### src/rtl/burst_pkg.sv
// burst_pkg
// Shared types for the burst line-fill controller.
// Assumes: nothing beyond IEEE 1800-2017 packages.
package burst_pkg;

    // Sequencer phases of one line transfer.
    typedef enum logic [1:0] {
        ST_IDLE   = 2'd0,  // waiting for a request
        ST_LEAD   = 2'd1,  // extra first-word clock
        ST_STREAM = 2'd2   // one clock per word
    } burst_state_e;

endpackage

### src/rtl/burst_addr_gen.sv
// burst_addr_gen
// Holds the line base taken at request time and forms the word address
// for a given index inside the line, in linear or wrap-around order.
// Assumes: LINE_WORDS is a power of two, at least 4, and smaller than 2**AW.
// In linear mode the low index bits are cleared at load, so adding the
// index inside IDX_W bits never leaves the line in either mode.
module burst_addr_gen #(
    parameter int AW         = 8,
    parameter int LINE_WORDS = 4,
    parameter int IDX_W      = $clog2(LINE_WORDS)
) (
    input  logic             clk,
    input  logic             rst_n,
    input  logic             load,
    input  logic [AW-1:0]    req_addr,
    input  logic             req_wrap,
    input  logic [IDX_W-1:0] idx,
    output logic [AW-1:0]    word_addr
);

    logic [AW-1:0]    start_addr;
    logic [AW-1:0]    base_q;
    logic [AW-1:0]    base_src;
    logic [IDX_W-1:0] low_sum;

    // Align the start to the line when the linear order is chosen.
    always_comb begin
        if (req_wrap) begin
            start_addr = req_addr;
        end else begin
            start_addr = {req_addr[AW-1:IDX_W], {IDX_W{1'b0}}};
        end
    end

    // Capture the line base once per burst.
    always_ff @(posedge clk) begin
        if (!rst_n) begin
            base_q <= '0;
        end else if (load) begin
            base_q <= start_addr;
        end
    end

    // Use the live request in the accepting cycle, the held base afterwards.
    always_comb begin
        base_src = load ? start_addr : base_q;
    end

    // Step the in-line index modulo the line size.
    always_comb begin
        low_sum   = base_src[IDX_W-1:0] + idx;
        word_addr = {base_src[AW-1:IDX_W], low_sum};
    end

endmodule

### src/rtl/burst_seq.sv
// burst_seq
// Phase sequencer of one line transfer: idle, one lead clock for the
// first word, then one clock per word with a beat counter.
// Assumes: start is only raised while the sequencer is idle.
module burst_seq
    import burst_pkg::*;
#(
    parameter int LINE_WORDS = 4,
    parameter int IDX_W      = $clog2(LINE_WORDS)
) (
    input  logic             clk,
    input  logic             rst_n,
    input  logic             start,
    output burst_state_e     state,
    output logic [IDX_W-1:0] beat,
    output logic             last_beat
);

    localparam logic [IDX_W-1:0] BEAT_LAST = IDX_W'(LINE_WORDS - 1);

    // Flag the final word clock of the line.
    always_comb begin
        last_beat = (state == ST_STREAM) && (beat == BEAT_LAST);
    end

    // Advance phase and beat counter.
    always_ff @(posedge clk) begin
        if (!rst_n) begin
            state <= ST_IDLE;
            beat  <= '0;
        end else begin
            unique case (state)
                ST_IDLE: begin
                    if (start) begin
                        state <= ST_LEAD;
                    end
                    beat <= '0;
                end
                ST_LEAD: begin
                    state <= ST_STREAM;
                    beat  <= '0;
                end
                ST_STREAM: begin
                    if (last_beat) begin
                        state <= ST_IDLE;
                        beat  <= '0;
                    end else begin
                        beat <= beat + IDX_W'(1);
                    end
                end
                default: begin
                    state <= ST_IDLE;
                    beat  <= '0;
                end
            endcase
        end
    end

endmodule

### src/rtl/burst_mem_port.sv
// burst_mem_port
// Output registers of the memory side. Every memory signal leaves the
// block from a flop, so the RAM sees a clean synchronous interface.
// Assumes: write data is loaded only in cycles that also issue a write.
module burst_mem_port #(
    parameter int AW = 8,
    parameter int DW = 32
) (
    input  logic          clk,
    input  logic          rst_n,
    input  logic          en_n,
    input  logic          we_n,
    input  logic [AW-1:0] addr_n,
    input  logic          wload,
    input  logic [DW-1:0] wdata_n,
    output logic          mem_en,
    output logic          mem_we,
    output logic [AW-1:0] mem_addr,
    output logic [DW-1:0] mem_wdata
);

    // Register strobes and address every clock.
    always_ff @(posedge clk) begin
        if (!rst_n) begin
            mem_en   <= 1'b0;
            mem_we   <= 1'b0;
            mem_addr <= '0;
        end else begin
            mem_en   <= en_n;
            mem_we   <= we_n && en_n;
            mem_addr <= addr_n;
        end
    end

    // Latch write data only when a write slot needs it.
    always_ff @(posedge clk) begin
        if (!rst_n) begin
            mem_wdata <= '0;
        end else if (wload) begin
            mem_wdata <= wdata_n;
        end
    end

endmodule

### src/rtl/burst_line_ctrl.sv
// burst_line_ctrl
// Burst line-fill controller: takes one start address per cache line and
// moves LINE_WORDS words to or from a synchronous static RAM, two clocks
// for the first word and one for each later word.
// Assumes: the RAM returns read data one cycle after an enabled read,
// and the requester supplies wr_data in any cycle where wr_take is high.
module burst_line_ctrl
    import burst_pkg::*;
#(
    parameter int AW         = 8,
    parameter int DW         = 32,
    parameter int LINE_WORDS = 4
) (
    input  logic          clk,
    input  logic          rst_n,
    input  logic          req_valid,
    output logic          req_ack,
    input  logic          req_write,
    input  logic          req_wrap,
    input  logic [AW-1:0] req_addr,
    input  logic [DW-1:0] wr_data,
    output logic          wr_take,
    output logic [DW-1:0] rd_data,
    output logic          rd_valid,
    output logic          line_done,
    output logic          mem_en,
    output logic          mem_we,
    output logic [AW-1:0] mem_addr,
    output logic [DW-1:0] mem_wdata,
    input  logic [DW-1:0] mem_rdata
);

    localparam int IDX_W = $clog2(LINE_WORDS);

    burst_state_e     state;
    logic [IDX_W-1:0] beat;
    logic             last_beat;
    logic             accept;
    logic             wr_mode_q;
    logic [IDX_W-1:0] idx_sel;
    logic [AW-1:0]    word_addr;
    logic             en_n;
    logic             we_n;
    logic             wload;
    logic             rv_n;
    logic             take_n;
    logic             done_n;
    int               beat_i;

    // Handshake: the block is ready exactly when the sequencer is idle.
    always_comb begin
        req_ack = (state == ST_IDLE);
        accept  = req_valid && req_ack;
        beat_i  = int'(beat);
    end

    // Fill data comes straight from the RAM's own output register.
    always_comb begin
        rd_data = mem_rdata;
    end

    // Remember the transfer direction for the whole line.
    always_ff @(posedge clk) begin
        if (!rst_n) begin
            wr_mode_q <= 1'b0;
        end else if (accept) begin
            wr_mode_q <= req_write;
        end
    end

    burst_seq #(
        .LINE_WORDS(LINE_WORDS),
        .IDX_W     (IDX_W)
    ) u_seq (
        .clk      (clk),
        .rst_n    (rst_n),
        .start    (accept),
        .state    (state),
        .beat     (beat),
        .last_beat(last_beat)
    );

    burst_addr_gen #(
        .AW        (AW),
        .LINE_WORDS(LINE_WORDS),
        .IDX_W     (IDX_W)
    ) u_addr (
        .clk      (clk),
        .rst_n    (rst_n),
        .load     (accept),
        .req_addr (req_addr),
        .req_wrap (req_wrap),
        .idx      (idx_sel),
        .word_addr(word_addr)
    );

    // Decide the next memory slot and requester strobes for each phase.
    always_comb begin
        idx_sel = '0;
        en_n    = 1'b0;
        we_n    = 1'b0;
        wload   = 1'b0;
        rv_n    = 1'b0;
        take_n  = 1'b0;
        done_n  = 1'b0;
        unique case (state)
            ST_IDLE: begin
                if (accept) begin
                    if (req_write) begin
                        take_n = 1'b1;
                    end else begin
                        en_n = 1'b1;
                    end
                end
            end
            ST_LEAD: begin
                if (wr_mode_q) begin
                    en_n   = 1'b1;
                    we_n   = 1'b1;
                    wload  = 1'b1;
                    take_n = 1'b1;
                end else begin
                    en_n    = 1'b1;
                    idx_sel = IDX_W'(1);
                    rv_n    = 1'b1;
                end
            end
            ST_STREAM: begin
                done_n = last_beat;
                if (wr_mode_q) begin
                    en_n    = (beat_i + 1) < LINE_WORDS;
                    we_n    = en_n;
                    wload   = en_n;
                    idx_sel = beat + IDX_W'(1);
                    take_n  = (beat_i + 2) < LINE_WORDS;
                end else begin
                    en_n    = (beat_i + 2) < LINE_WORDS;
                    idx_sel = beat + IDX_W'(2);
                    rv_n    = (beat_i + 1) < LINE_WORDS;
                end
            end
            default: begin
                done_n = 1'b0;
            end
        endcase
    end

    burst_mem_port #(
        .AW(AW),
        .DW(DW)
    ) u_port (
        .clk      (clk),
        .rst_n    (rst_n),
        .en_n     (en_n),
        .we_n     (we_n),
        .addr_n   (word_addr),
        .wload    (wload),
        .wdata_n  (wr_data),
        .mem_en   (mem_en),
        .mem_we   (mem_we),
        .mem_addr (mem_addr),
        .mem_wdata(mem_wdata)
    );

    // Register the requester-side strobes.
    always_ff @(posedge clk) begin
        if (!rst_n) begin
            rd_valid  <= 1'b0;
            wr_take   <= 1'b0;
            line_done <= 1'b0;
        end else begin
            rd_valid  <= rv_n;
            wr_take   <= take_n;
            line_done <= done_n;
        end
    end

endmodule

### config.mk
export PLATFORM = sky130hd
export DESIGN_NAME = burst_line_ctrl
export DESIGN_NICKNAME = d
export VERILOG_FILES = /design/src/rtl/burst_pkg.sv /design/src/rtl/burst_addr_gen.sv /design/src/rtl/burst_seq.sv /design/src/rtl/burst_mem_port.sv /design/src/rtl/burst_line_ctrl.sv
export SDC_FILE = /design/constraint.sdc
export NUM_CORES = 1
export LEC_CHECK = 0
export BUFFER_PORTS_ARGS = -buffer_cell sky130_fd_sc_hd__buf_2
export CORE_MARGIN = 10
export CORE_UTILIZATION = 44
export DETAILED_ROUTE_END_ITERATION = 7
export PLACE_DENSITY = 0.83
export SLEW_MARGIN = 20
export SYNTH_ARGS = -nofsm -noshare
export SYNTH_HDL_FRONTEND = slang
export SYNTH_HIERARCHICAL = 1
export SYNTH_SLANG_ARGS = --single-unit
### constraint.sdc
create_clock -name clk -period 2.75 [get_ports clk]
set_clock_uncertainty 0.15 [all_clocks]
set_input_delay 0.4125 -clock clk [delete_from_list [all_inputs] [get_ports clk]]
set_output_delay 0.4125 -clock clk [all_outputs]
set_load 0.005 [all_outputs]
==> summary.md <==
| Metric | Value |
|---|---|
| Core Region | `5890 um^2` |
| Area contributors post-synth | `dfxtp_1 (44%), mux2i_1 (12%), buf_4 (11%)` |
| Cell taking the most area after synthesis | `dfxtp_1` |
| RSZ-0062 raised after global routing | `false` |
| # port buffers | `90` |
| CTS root buf | `clkbuf_8` |
| Synth top area share | `43.7%` |
| # nets final | `388` |
| Starting Density | `45.2%` |
| Inserted Clock Buffers | `9` |
| PwrDens | `590 nW/um^2` |
| Synthesized netlist cell count | `248` |
| CTS sink cnt | `58` |
| Avg Cell Area, Syn | `10.7 um^2` |
| Post-Route Hold Slack | `0.196 ns` |
| Sequential Area | `1160 um^2` |
| Seq cells post-synth | `58` |
| Post-Place Cell Area | `2840 um^2` |
| Critical Path RT | `2.82 ns` |
| Final setup vio count | `0` |
| DR iter-0 viols | `57` |
| Clk buf depth | `2` |
| Ys flop type | `dfxtp_1` |
| Max IR drop VDD | `0.000339 V` |
| Most Frequent Cell on Critical Path | `ha_1` |
| Most frequent cell after synthesis | `dfxtp_1` |
| Slew Viols, Final | `0` |
| Critical Path Fanout Max | `14` |
| WL/cell | `13.6 um` |
| Fillers | `529` |
| TritonCTS clock tree | `done` |
| Slowest stage delay, CP | `0.43 ns` |
| Final cell count without fillers | `383` |
| Setup Buffers After CTS | `0` |
| Post-cts repair resize count | `0` |
| Remaining Overflow, GRT | `0` |
| Routability Congestion | `0.780` |
| Post-DRT Antenna Nets | `0` |
| Vias per cell | `4.52` |
| Hold Buf Count CTS | `0` |
| Max-Cap Viols | `0` |
| Fraction of layout cells with a size suffix above 1 | `38.0%` |
| Critical path arrival | `2.11 ns` |
| WS Path Type | `reg2reg` |
| Global-route wire length before repair | `8610 um` |
| Crit-path cells | `inv_1 > ha_1 > and2_4 > nand3_1 > o21ai_0 > ha_1 > xor2_1 > xnor2_1 > and2_1` |
| Critical R2R Capture | `u_port/mem_addr[1]$_SDFF_PN0_` |
| R2R Setup Slk | `0.71 ns` |
| Post-route cell area | `3020 um^2` |
| Worst-path clk slew | `0.06 ns` |
| Critical path launch point type | `register` |
| Critical path's slowest cell | `dfxtp_1` |
| WHS Endpoint | `u_port/mem_wdata[7]$_SDFFE_PN0P_` |
| Crit-path leading delay family | `simple AND/OR/NAND/NOR gates` |
| Die height | `97.7 um` |
| Fin Setup TNS | `0 ns` |
| EDFF count, synth | `0` |
| Min-delay src | `wr_data[7]` |
| Global Route Usage Sum | `10.9%` |
| First drt pass iteration count | `4` |
| Top cells by count, synth | `dfxtp_1 (58), buf_4 (38), nor2b_1 (35)` |
| Period Utilization, post-route | `74.3%` |
| Fin. Hold Viols | `0` |
| Clock Latency Late Sink | `0.32 ns` |
| Hold path depth | `3` |
| # diodes | `0` |
| FF-to-FF Start | `u_seq/state[0]$_SDFFE_PN0P_` |
| Syn Nets | `333` |
| Worst-Margin Slew | `0.402 ns` |
| Min-delay worst type | `in2reg` |
| Pin count of the biggest net entering global routing | `34` |
| Std cell rows | `28` |
| Hpwl dp | `4060 um` |
| Initial antenna violation count | `0` |
| Synth async-reset ratio | `0%` |
| P_leak | `0.00135 uW` |
| WP buf/inv | `1` |
| Detailed Route WL | `5200 um` |
| Vias | `1730` |
| Max-slew headroom | `73.2%` |
| Number of global-route vias before repair | `1744` |
| Netlist Area Pre-Place | `2660 um^2` |
| Max Fclk | `489 MHz` |
| Status | `complete, no violations` |
| Area of the multi-input gates | `1080 um^2` |
| Synth Warn # | `6` |
| Min Clock Period, post-route | `2.04 ns` |
| Die W | `97.7 um` |
| Post-synth cell types | `34` |
| Die area | `9550 um^2` |
| DRC | `0` |
| H-tree depth | `3` |
| P&R area growth vs syn | `13.7%` |
| Seq/Total Area, Yosys | `43.7%` |
| DP Cell Count | `367` |
| IO Count | `155` |
| Setup crit end kind | `register` |
| Reg2reg path depth | `9` |
==> through the flow <==
step           utilization [%]  setup slack, ns  total power (uW)
2_1_floorplan                -            0.735              1080
6_report                  51.3            0.706              1780
3_3_place_gp              48.3            0.779              1090
5_1_grt                   51.3            0.506              1880
3_5_place_dp              48.3            0.703              1090
4_1_cts                   51.3            0.698              1810
==> worst reg2reg max path, stage by stage (launching register included) <==
cell     delay [ns]
dfxtp_1        0.43
inv_1          0.11
ha_1           0.23
and2_4         0.21
nand3_1        0.10
o21ai_0        0.10
ha_1           0.20
xor2_1         0.15
xnor2_1        0.12
and2_1         0.15
==> cell usage in the layout (no fill, tap or decap), types with 2 or more instances in the layout <==
cell type and count:
a21oi_1 5, and2_1 17, and3_1 2, buf_2 90
clkbuf_1 4, clkbuf_8 9, clkinv_2 2, dfxtp_1 58
ha_1 8, inv_1 8, mux2_4 6, mux2i_1 32
nand2_1 4, nor2b_1 35, nor3_1 2, o21ai_0 2
o21ai_1 3
==> report_power, final <==
group          internal, uW  switching, uW
Sequential              871           16.2
Clock                   417            294
Combinational           104           82.9
==> flip-flops by register name, summed over array words and instances, names as in the netlist <==
name	count
u_port/mem_we	1
u_port/mem_en	1
u_port/mem_addr	8
u_seq/state	2
u_seq/beat	2
rd_valid	1
wr_take	1
u_addr/base_q	8
line_done	1
wr_mode_q	1
u_port/mem_wdata	32
==> layer usage <==
metal,vias to the layer above,routed length [um],track usage (%)
li1,876,-,-
met1,754,2410,13.3
met2,83,2120,15.0
met3,17,572,6.40
met4,0,103,5.15
met5,-,0,0
==> worst max path at each step <==
stage / startpoint / end / slack, ns / cells after the start
2_1_floorplan: u_seq/state[0]$_SDFFE_PN0P_ / u_port/mem_addr[1]$_SDFF_PN0_ / 0.74 / 10
3_3_place_gp: u_seq/state[0]$_SDFFE_PN0P_ / u_port/mem_addr[1]$_SDFF_PN0_ / 0.78 / 8
3_5_place_dp: u_seq/state[0]$_SDFFE_PN0P_ / u_port/mem_addr[1]$_SDFF_PN0_ / 0.70 / 9
4_1_cts: u_seq/state[0]$_SDFFE_PN0P_ / u_port/mem_addr[1]$_SDFF_PN0_ / 0.70 / 9
5_1_grt: u_seq/state[0]$_SDFFE_PN0P_ / u_port/mem_addr[1]$_SDFF_PN0_ / 0.51 / 8
6_report: u_seq/state[0]$_SDFFE_PN0P_ / u_port/mem_addr[1]$_SDFF_PN0_ / 0.71 / 9
==> cell type report <==
cell class | instances | area share, %
sequential | 58 | 38.4
multi-input combinational | 134 | 35.7
timing repair buffer | 92 | 15.8
tap | 75 | 3.11
clock inverter | 3 | 1.33
clock buffer | 13 | 4.60
inverter | 8 | 0.994
==> cell families after synthesis <==
group,share of synthesized area [%]
AOI/OAI and AO/OA,3.63
xor gates and xnor gates,0.659
adders and majority gates,3.77
buffers and inverters,16.0
DFF,43.7
muxes,15.4
and+or+nand+nor,16.9
Note: power is estimated with default switching activity, not from simulation.
